`src/rtl/i2s_clkgen_pkg.sv`:
```
package i2s_clkgen_pkg;
  localparam int unsigned CDIV_W   = 3;
  localparam int unsigned FDIV_W   = 3;
  localparam int unsigned FDIV_MAX = 5;
endpackage

```
`src/rtl/i2s_cfg_latch.sv`:
```
module i2s_cfg_latch #(
  parameter int unsigned CDIV_W   = 3,
  parameter int unsigned FDIV_W   = 3,
  parameter int unsigned FDIV_MAX = 5
) (
  input  logic              clk_i,
  input  logic              rst_ni,
  input  logic              en_i,
  input  logic [CDIV_W-1:0] cdiv_i,
  input  logic [FDIV_W-1:0] fdiv_i,
  output logic              run_o,
  output logic              start_o,
  output logic [CDIV_W-1:0] cdiv_o,
  output logic [FDIV_W-1:0] fdiv_o
);
  localparam logic [FDIV_W-1:0] FMAX = FDIV_W'(FDIV_MAX);

  logic              run_q;
  logic [CDIV_W-1:0] cdiv_q;
  logic [FDIV_W-1:0] fdiv_q;
  logic [FDIV_W-1:0] fdiv_clamp;

  assign fdiv_clamp = (fdiv_i > FMAX) ? FMAX : fdiv_i;
  assign start_o    = en_i & ~run_q;
  assign run_o      = run_q;
  // pass new codes through in the start cycle so counters load consistently
  assign cdiv_o     = start_o ? cdiv_i : cdiv_q;
  assign fdiv_o     = start_o ? fdiv_clamp : fdiv_q;

  always_ff @(posedge clk_i or negedge rst_ni) begin
    if (!rst_ni) begin
      run_q  <= 1'b0;
      cdiv_q <= '0;
      fdiv_q <= '0;
    end else begin
      run_q <= en_i;
      if (start_o) begin
        cdiv_q <= cdiv_i;
        fdiv_q <= fdiv_clamp;
      end
    end
  end

  assert_cfg_hold_R8: assert property (@(posedge clk_i) disable iff (!rst_ni)
    (run_q && $past(run_q)) |-> ($stable(cdiv_q) && $stable(fdiv_q)));

  assert_fdiv_clamped_R3: assert property (@(posedge clk_i) disable iff (!rst_ni)
    run_q |-> (fdiv_q <= FMAX));
endmodule

```
`src/rtl/i2s_bclk_div.sv`:
```
module i2s_bclk_div #(
  parameter int unsigned CDIV_W = 3
) (
  input  logic              clk_i,
  input  logic              rst_ni,
  input  logic              run_i,
  input  logic              clr_i,
  input  logic [CDIV_W-1:0] cdiv_i,
  output logic              bclk_o,
  output logic              fall_pre_o
);
  localparam int unsigned CNT_W = (1 << CDIV_W) - 1;

  logic [CNT_W:0]   half;
  logic [CNT_W-1:0] half_m1;
  logic [CNT_W-1:0] cnt_q;
  logic             bclk_q;
  logic             tick;

  assign half       = {{CNT_W{1'b0}}, 1'b1} << cdiv_i;
  assign half_m1    = CNT_W'(half - 1'b1);
  assign tick       = (cnt_q == half_m1);
  assign bclk_o     = bclk_q;
  assign fall_pre_o = run_i & bclk_q & tick;

  always_ff @(posedge clk_i or negedge rst_ni) begin
    if (!rst_ni) begin
      cnt_q  <= '0;
      bclk_q <= 1'b0;
    end else if (clr_i) begin
      cnt_q  <= '0;
      bclk_q <= 1'b0;
    end else if (tick) begin
      cnt_q  <= '0;
      bclk_q <= ~bclk_q;
    end else begin
      cnt_q  <= cnt_q + 1'b1;
    end
  end

  assert_cnt_bound_R1: assert property (@(posedge clk_i) disable iff (!rst_ni)
    run_i |-> (cnt_q <= half_m1));
endmodule

```
`src/rtl/i2s_frame_ctr.sv`:
```
module i2s_frame_ctr #(
  parameter int unsigned FDIV_W   = 3,
  parameter int unsigned FDIV_MAX = 5
) (
  input  logic              clk_i,
  input  logic              rst_ni,
  input  logic              en_i,
  input  logic              start_i,
  input  logic [FDIV_W-1:0] fdiv_i,
  input  logic              fall_pre_i,
  output logic              ws_o,
  output logic              frame_pre_o
);
  localparam int unsigned BW = FDIV_MAX + 3;

  logic [BW:0]   len;
  logic [BW-1:0] len_m1;
  logic [BW-1:0] half_mask;
  logic [BW-1:0] cnt_q;
  logic [BW-1:0] cnt_nxt;
  logic          ws_q;
  logic          last;

  assign len         = {{BW{1'b0}}, 1'b1} << ((FDIV_W+1)'(fdiv_i) + (FDIV_W+1)'(3));
  assign len_m1      = BW'(len - 1'b1);
  assign half_mask   = BW'(len >> 1);
  assign last        = (cnt_q == len_m1);
  assign cnt_nxt     = last ? '0 : cnt_q + 1'b1;
  assign ws_o        = ws_q;
  assign frame_pre_o = fall_pre_i & last;

  always_ff @(posedge clk_i or negedge rst_ni) begin
    if (!rst_ni) begin
      cnt_q <= '0;
      ws_q  <= 1'b0;
    end else if (!en_i) begin
      cnt_q <= '0;
      ws_q  <= 1'b0;
    end else if (start_i) begin
      // park on the last bit so the first falling edge opens a frame
      cnt_q <= len_m1;
      ws_q  <= 1'b0;
    end else if (fall_pre_i) begin
      cnt_q <= cnt_nxt;
      ws_q  <= |(cnt_nxt & half_mask);
    end
  end

  assert_frame_ws_low_R6: assert property (@(posedge clk_i) disable iff (!rst_ni)
    frame_pre_o |=> !ws_q);
endmodule

```
`src/rtl/i2s_clkgen.sv`:
```
module i2s_clkgen
  import i2s_clkgen_pkg::*;
#(
  parameter int unsigned BCLK_DIV_W = CDIV_W,
  parameter int unsigned FRM_DIV_W  = FDIV_W,
  parameter int unsigned FRM_MAX    = FDIV_MAX
) (
  input  logic                  clk_i,
  input  logic                  rst_ni,
  input  logic                  en_i,
  input  logic [BCLK_DIV_W-1:0] bclk_div_i,
  input  logic [FRM_DIV_W-1:0]  frame_div_i,
  output logic                  bclk_o,
  output logic                  ws_o,
  output logic                  bit_stb_o,
  output logic                  frame_stb_o
);
  logic                  run;
  logic                  start;
  logic                  fall_pre;
  logic [BCLK_DIV_W-1:0] cdiv;
  logic [FRM_DIV_W-1:0]  fdiv;

  i2s_cfg_latch #(
    .CDIV_W  (BCLK_DIV_W),
    .FDIV_W  (FRM_DIV_W),
    .FDIV_MAX(FRM_MAX)
  ) u_cfg (
    .clk_i  (clk_i),
    .rst_ni (rst_ni),
    .en_i   (en_i),
    .cdiv_i (bclk_div_i),
    .fdiv_i (frame_div_i),
    .run_o  (run),
    .start_o(start),
    .cdiv_o (cdiv),
    .fdiv_o (fdiv)
  );

  i2s_bclk_div #(
    .CDIV_W(BCLK_DIV_W)
  ) u_bclk (
    .clk_i     (clk_i),
    .rst_ni    (rst_ni),
    .run_i     (run),
    .clr_i     (~en_i | start),
    .cdiv_i    (cdiv),
    .bclk_o    (bclk_o),
    .fall_pre_o(fall_pre)
  );

  i2s_frame_ctr #(
    .FDIV_W  (FRM_DIV_W),
    .FDIV_MAX(FRM_MAX)
  ) u_frame (
    .clk_i      (clk_i),
    .rst_ni     (rst_ni),
    .en_i       (en_i),
    .start_i    (start),
    .fdiv_i     (fdiv),
    .fall_pre_i (fall_pre),
    .ws_o       (ws_o),
    .frame_pre_o(frame_stb_o)
  );

  assign bit_stb_o = fall_pre;

  assert_idle_low_R7: assert property (@(posedge clk_i) disable iff (!rst_ni)
    !en_i |=> (!bclk_o && !ws_o && !bit_stb_o && !frame_stb_o));

  assert_stb_high_R5: assert property (@(posedge clk_i) disable iff (!rst_ni)
    bit_stb_o |-> bclk_o);

  assert_stb_then_fall_R5: assert property (@(posedge clk_i) disable iff (!rst_ni)
    bit_stb_o |=> !bclk_o);

  assert_fall_has_stb_R5: assert property (@(posedge clk_i) disable iff (!rst_ni)
    ($fell(bclk_o) && $past(en_i)) |-> $past(bit_stb_o));

  assert_ws_on_fall_R4: assert property (@(posedge clk_i) disable iff (!rst_ni)
    (!$stable(ws_o) && $past(en_i)) |-> $fell(bclk_o));

  assert_frame_in_bit_R6: assert property (@(posedge clk_i) disable iff (!rst_ni)
    frame_stb_o |-> bit_stb_o);
endmodule

```
`config.mk`:
```
export PLATFORM = sky130hd
export DESIGN_NAME = i2s_clkgen
export DESIGN_NICKNAME = d
export VERILOG_FILES = /design/src/rtl/i2s_clkgen_pkg.sv /design/src/rtl/i2s_cfg_latch.sv /design/src/rtl/i2s_bclk_div.sv /design/src/rtl/i2s_frame_ctr.sv /design/src/rtl/i2s_clkgen.sv
export SDC_FILE = /design/constraint.sdc
export NUM_CORES = 1
export LEC_CHECK = 0
export ABC_CLOCK_PERIOD_IN_PS = 2600
export CORE_ASPECT_RATIO = 1.5
export CORE_UTILIZATION = 55
export DETAILED_ROUTE_END_ITERATION = 10
export DONT_BUFFER_PORTS = 1
export GPL_ROUTABILITY_DRIVEN = 0
export PLACE_DENSITY = 0.73
export SETUP_SLACK_MARGIN = 0.3
export SLEW_MARGIN = 20
export SYNTH_ARGS = -nofsm -noshare
export SYNTH_HDL_FRONTEND = slang
export SYNTH_SLANG_ARGS = --single-unit
```
`constraint.sdc`:
```
create_clock -name clk_i -period 2.6 [get_ports clk_i]
set_input_delay 0.39 -clock clk_i [delete_from_list [all_inputs] [get_ports clk_i]]
set_output_delay 0.39 -clock clk_i [all_outputs]
set_load 0.01 [all_outputs]
```
==> results.yml, run 1 <==
routing:
  route.final.wire_length_um: 4740
  vias: 1708
  avgRoutedWirePerCell_um: 17.0
  drc: 0
  drtIter0Drc: 68
  drtAntennaViolNets: 0
  dr.pass1.iters: 4
  vias_per_cell: 6.14
sta:
  hold_viol: 0
  hold_ws_ps: 140
  skew_ps: 3.53
  period_minus_slack_ps: 2900
  clock.fmax_mhz: 345
  setup_ws_ps: -297
  tns_ps: -2060
  rsz0062_at_grt: "yes"
  fin_crit_sh: 1.11
  finalMaxSlewViolations: 0
  setup_viol_count_final: 10
synthesis:
  ys_seq_area_frac: 0.311
  synth_xor_area_frac: 0.0861
  synth_seq_cells: 24
  syn_avg_cell_area_sq_um: 9.03
  synth_fa_ha_area_frac: 0.0259
  yosys.area_share.simple: 0.272
  synth_edf_count: 0
  synth_top_family_by_area: "simple AND/OR/NAND/NOR gates"
  synth_commonest_cells: "dfrtp_1 (24), nor2_1 (19), xnor2_1 (13)"
  synth_top_area_share: 0.311
  synth.area.mux_share: 0.0920
  yosysMostFrequentCell: "dfrtp_1"
  postSynthCellCount: 214
  synth_area_leaders: "dfrtp_1 (31%), xnor2_1 (5.9%), mux2i_1 (4.1%)"
  yosysWarnings: 0
  yosys_most_used_dff: "dfrtp_1"
  synthArstFlopShare: 1.00
  ys_types: 59
  synth_compound_area_frac: 0.150
  synth_top_area_cell: "dfrtp_1"
  syn_area_sq_mm: 0.00193
global_routing:
  antenna_found_initial: 0
  grt_max_degree: 25
  track_usage: 0.276
  grt_overflow: 0
  grt_pass1_wl_um: 7840
  grt_pass1_vias: 1808
layout:
  final_util: 0.689
  insertedDiodeCount: 0
  drive_gt1_frac: 0.271
  nets: 250
  fin_cells: 278
  area_growth_pct: 20.7
die:
  rows: 26
  io-pin-count: 13
  die_area_sq_mm: 0.00376
  die_w_um: 50.4
  coreArea_sq_mm: 0.00338
  initial_core_util: 0.571
  die_height_um: 74.6
critical_path:
  start_kind: "flip-flop"
  cp.arrival_ps: 2510
  crit_type: "reg2out"
  r2r_setup_slack_ps: -260
  crit_start: "u_cfg.run_o"
  worstSetupEndpointType: "output port"
  crit_required_ps: 2210
  reg2reg_from: "u_cfg.run_o"
  crit_fanout: 4
clock_tree:
  htree_levels: 1
  cts-root-buf: "clkbuf_8"
  clk_latency_ps: 270
  clk_pin_slew_worst_paths_ps: 90
  clk_path_buf_depth: 2
  numClockSinks: 24
  cts_buffers: 3
  tritoncts: "yes"
run:
  drv_cap: 0
power:
  power_frac_seq: 0.390
  swShare: 0.303
  switchingPower_w: 0.000343
  combinationalPowerShare: 0.317
  clkPwrFrac: 0.293
  irDropWorstVdd_mv: 0.381
  power_leakage_nw: 1.00
  power_density_mw_per_mm2: 485
  p_int_w: 0.000788
placement:
  hpwl_um: 3550
  dpl.cell_count: 266
  place_worst_setup_slack_ps: -120
  portBuffers: 0
worst_hold_path:
  worstHoldPathType: "in2reg"
  hp-start: "en_i"
run_status:
  violations: "setup timing"
  status: "complete, but fails checks"
[power groups by stage]
stage	combinational [W]	clock, W	sequential [W]
global route	0.000391	0.000350	0.000445
CTS	0.000336	0.000335	0.000439
detailed placement	0.000317	0	0.000446
floorplan	0.000246	0	0.000435
finish	0.000358	0.000331	0.000442
global placement	0.000308	0	0.000444
[kinds of logic (layout without fill, tap and decap cells)]
kind of cell               count (synthesis)  count (layout)
xor gates and xnor gates                  19              19
buffers and inverters                     23              44
and+or+nand+nor                           87              87
DFF                                       24              24
muxes                                     14              14
AOI/OAI and AO/OA                         42              42
adders and majority gates                  4               4
other                                      1               2
[sequential cells by signal (all words and copies together), names as in the netlist]
| register | cells |
|---|---|
| u_frame.cnt_q | 8 |
| u_bclk.cnt_q | 7 |
| u_cfg.cdiv_q | 3 |
| u_cfg.fdiv_q | 3 |
| u_bclk.bclk_o | 1 |
| u_cfg.run_o | 1 |
| u_frame.ws_o | 1 |
[layout make-up]
class	instances	area (sq um)
fill	261	1050
inverter	12	45.0
multi-input combinational	168	1330
sequential	24	601
clock inverter	1	30.0
timing repair buffer	28	229
tap	42	52.6
clock buffer	3	41.3
[worst max-delay path, cell delays in order, from the launching register on]
cell and delay [ps]:
dfrtp_1 390, nand2b_4 170, mux2_4 330, nand2_2 90, ha_4 210, xor2_2 130
nor4b_4 220, a32oi_2 120, nor4b_4 320, and3_4 270
[metrics by stage]
stage | cell area, sq um | total power (W)
3_3_place_gp | 2130 | 0.000752
2_1_floorplan | 2000 | 0.000681
6_report | 2330 | 0.00113
3_5_place_dp | 2130 | 0.000764
5_1_grt | 2330 | 0.00119
4_1_cts | 2270 | 0.00111
[final timing paths]
kind                                    end  depth (start not counted)
max                             frame_stb_o                          9
min in group asynchronous   u_bclk.cnt_q[0]                          2
min reg2reg                 u_bclk.cnt_q[0]                          1
max in group asynchronous  u_frame.cnt_q[1]                          2
max reg2reg                u_frame.cnt_q[7]                         13
min                             u_cfg.run_o                          0
[layout by cell type, fill, tap and decap left out, drive strengths merged, types with 4 or more instances in the layout]
master | Yosys | routed
xor2 | 6 | 6
buf | 6 | 27
nand2b | 5 | 5
nor2b | 6 | 6
nand3 | 11 | 11
a21oi | 8 | 8
mux2 | 4 | 4
nor2 | 19 | 19
mux2i | 10 | 10
and3 | 9 | 9
o22ai | 4 | 4
nor3 | 6 | 6
dfrtp | 24 | 24
xnor2 | 13 | 13
inv | 12 | 12
nand2 | 8 | 8
o21ai | 7 | 7
ha | 4 | 4
[what timing repair did]
item                       CTS  global route
setup endpoints to repair   18            19
pin swaps                    4             5
hold endpoints to repair    24             0
hold buffers                 2             0
resized for setup            5             6
buffers inserted             2             4
[layer usage]
metal / share of wire / track usage
met1: 0.38 / 0.276
met2: 0.58 / 0.569
met3: 0.021 / 0.0245
met4: 0.020 / 0.105
met5: 0 / 0
(Power assumes the default switching activity.)
==> inputs of run 2 (changes only) <==
ABC_AREA = 1   (was not set)
==> results.yml, run 2 <==
run_status:
  status: "complete, but fails checks"
  violations: "setup timing"
routing:
  drtAntennaViolNets: 0
  vias: 1710
  drtIter0Drc: 63
  avgRoutedWirePerCell_um: 14.0
  drc: 0
  vias_per_cell: 5.33
  route.final.wire_length_um: 4500
  dr.pass1.iters: 5
die:
  die_height_um: 72.6
  coreArea_sq_mm: 0.00316
  initial_core_util: 0.578
  io-pin-count: 13
  rows: 25
  die_area_sq_mm: 0.00356
  die_w_um: 49.0
synthesis:
  ys_types: 30
  yosysWarnings: 0
  synth_commonest_cells: "nand2_1 (75), inv_1 (31), nand3_1 (25)"
  synth_seq_cells: 24
  synth_top_area_share: 0.329
  postSynthCellCount: 255
  syn_avg_cell_area_sq_um: 7.16
  synthArstFlopShare: 1.00
  synth_edf_count: 0
  yosys_most_used_dff: "dfrtp_1"
  synth_top_area_cell: "dfrtp_1"
  yosysMostFrequentCell: "nand2_1"
  synth_area_leaders: "dfrtp_1 (33%), nand2_1 (15%), nand3_1 (6.9%)"
  syn_area_sq_mm: 0.00183
  ys_seq_area_frac: 0.329
layout:
  largest_register: "u_frame.cnt_q"
  final_common_cell: "nand2_1"
  nets: 295
  drive_gt1_frac: 0.274
  fillers: 269
  insertedDiodeCount: 0
  area_growth_pct: 20.4
  reg.largest.list: "u_frame.cnt_q (8), u_bclk.cnt_q (7)"
  final_util: 0.696
  layout_common_cells: "nand2_1 (72), inv_1 (29), nand3_1 (24), dfrtp_1 (23), buf_4 (18)"
  largest_reg_flops: 8
sta:
  skew_ps: 6.66
  hold_viol: 0
  hold_ws_ps: 134
  setup_ws_ps: -25.1
  finalMaxSlewViolations: 0
  period_minus_slack_ps: 2630
  fin_crit_sh: 1.01
  clock.fmax_mhz: 381
  rsz0062_at_grt: "yes"
  setup_viol_count_final: 1
clock_tree:
  clk_path_buf_depth: 2
  tritoncts: "yes"
  clk_pin_slew_worst_paths_ps: 90
  clk_latency_ps: 270
  cts_buffers: 3
  numClockSinks: 24
  cts-root-buf: "clkbuf_8"
  htree_levels: 1
critical_path:
  timing.critical_path.buf_inv: 2
  slowest_stage: "dfrtp_2"
  slowest_delay_ps: 450
  worstSetupEndpointType: "output port"
  crit_required_ps: 2210
  reg2reg_from: "u_cfg.run_o"
  crit_chain: "inv_2, nand2_4, nand2_4, o21ai_4, inv_2, nand3_4, ha_4, xnor2_1, xor2_1, nand2_2, nor2_4, nand3_4, nor2_4"
  r2r_setup_slack_ps: 170
  crit_type: "reg2out"
  crit_family: "simple AND/OR/NAND/NOR gates"
  r2r-end: "u_frame.cnt_q[2]"
  crit_fanout: 5
  cp.arrival_ps: 2240
  rr_worst_depth: 16
  start_kind: "flip-flop"
placement:
  hpwl_um: 3100
  place_worst_setup_slack_ps: 191
  portBuffers: 0
global_routing:
  grt_pass1_vias: 1617
  track_usage: 0.264
  grt_overflow: 0
  grt_max_degree: 25
  antenna_found_initial: 0
  grt_pass1_wl_um: 7110
run:
  drv_cap: 0
power:
  power_density_mw_per_mm2: 466
  irDropWorstVdd_mv: 0.313
  power_leakage_nw: 1.16
  total_power_w: 0.00102
worst_hold_path:
  hp-start: "en_i"
  worstHoldPathType: "in2reg"
  min_path_cells: 0
  holdPathEnd: "u_cfg.run_o"
-- run 2: cells by family after synthesis --
family / after synthesis / share of synthesized area
compound gates: 17 / 0.0617
xor+xnor: 16 / 0.0768
fa+ha+maj: 4 / 0.0274
buf+inv: 43 / 0.103
flops: 24 / 0.329
other cells: 1 / 0.00205
simple gates: 150 / 0.400
-- run 2: metal layers --
layer	vias up	track usage	part of all wire
met2	40	0.556	0.58
met5	-	0	0
met4	0	0.108	0.035
met3	16	0.0210	0.024
met1	805	0.255	0.36
li1	849	-	-
-- run 2: timing repair --
action	4_1_cts	5_1_grt
hold buffers	2	0
gates cloned	0	1
setup buffers	9	9
endpoints found under the setup margin	11	19
pin swaps	8	2
endpoints found under the hold margin	24	0
gates resized for setup	8	13
-- run 2: final cells by class --
cell class / instances / area [sq um] / area share
flip-flops and latches: 24 / 602 / 0.274
inverters: 40 / 155 / 0.0706
clock buffers: 4 / 45.0 / 0.0205
well taps: 40 / 50.0 / 0.0228
multi-input cells: 190 / 1150 / 0.522
repair buffers: 23 / 199 / 0.0905
-- run 2: stage by stage --
step / cells / TNS [ps] / cell area (sq um)
after floorplan: 256 / 0 / 1880
after global placement: 296 / 0 / 1910
after detailed placement: 296 / 0 / 1910
after CTS: 311 / -38.0 / 2080
after global routing: 321 / -281 / 2200
final: 321 / -25.1 / 2200
-- run 2: where the power goes --
group	switching [W]	internal, W
logic	0.000220	0.000138
clock network	0.000127	0.000110
registers	0.0000272	0.000402
-- run 2: worst max path at each step --
stage | start | end | slack (ps) | cells after the start
after global routing | u_cfg.run_o | frame_stb_o | -160 | 15
after detailed placement | u_cfg.run_o | frame_stb_o | 190 | 15
after CTS | u_cfg.run_o | frame_stb_o | -30 | 15
after global placement | u_cfg.run_o | frame_stb_o | 220 | 15
final | u_cfg.run_o | frame_stb_o | -30 | 13
after floorplan | u_cfg.run_o | frame_stb_o | 140 | 15
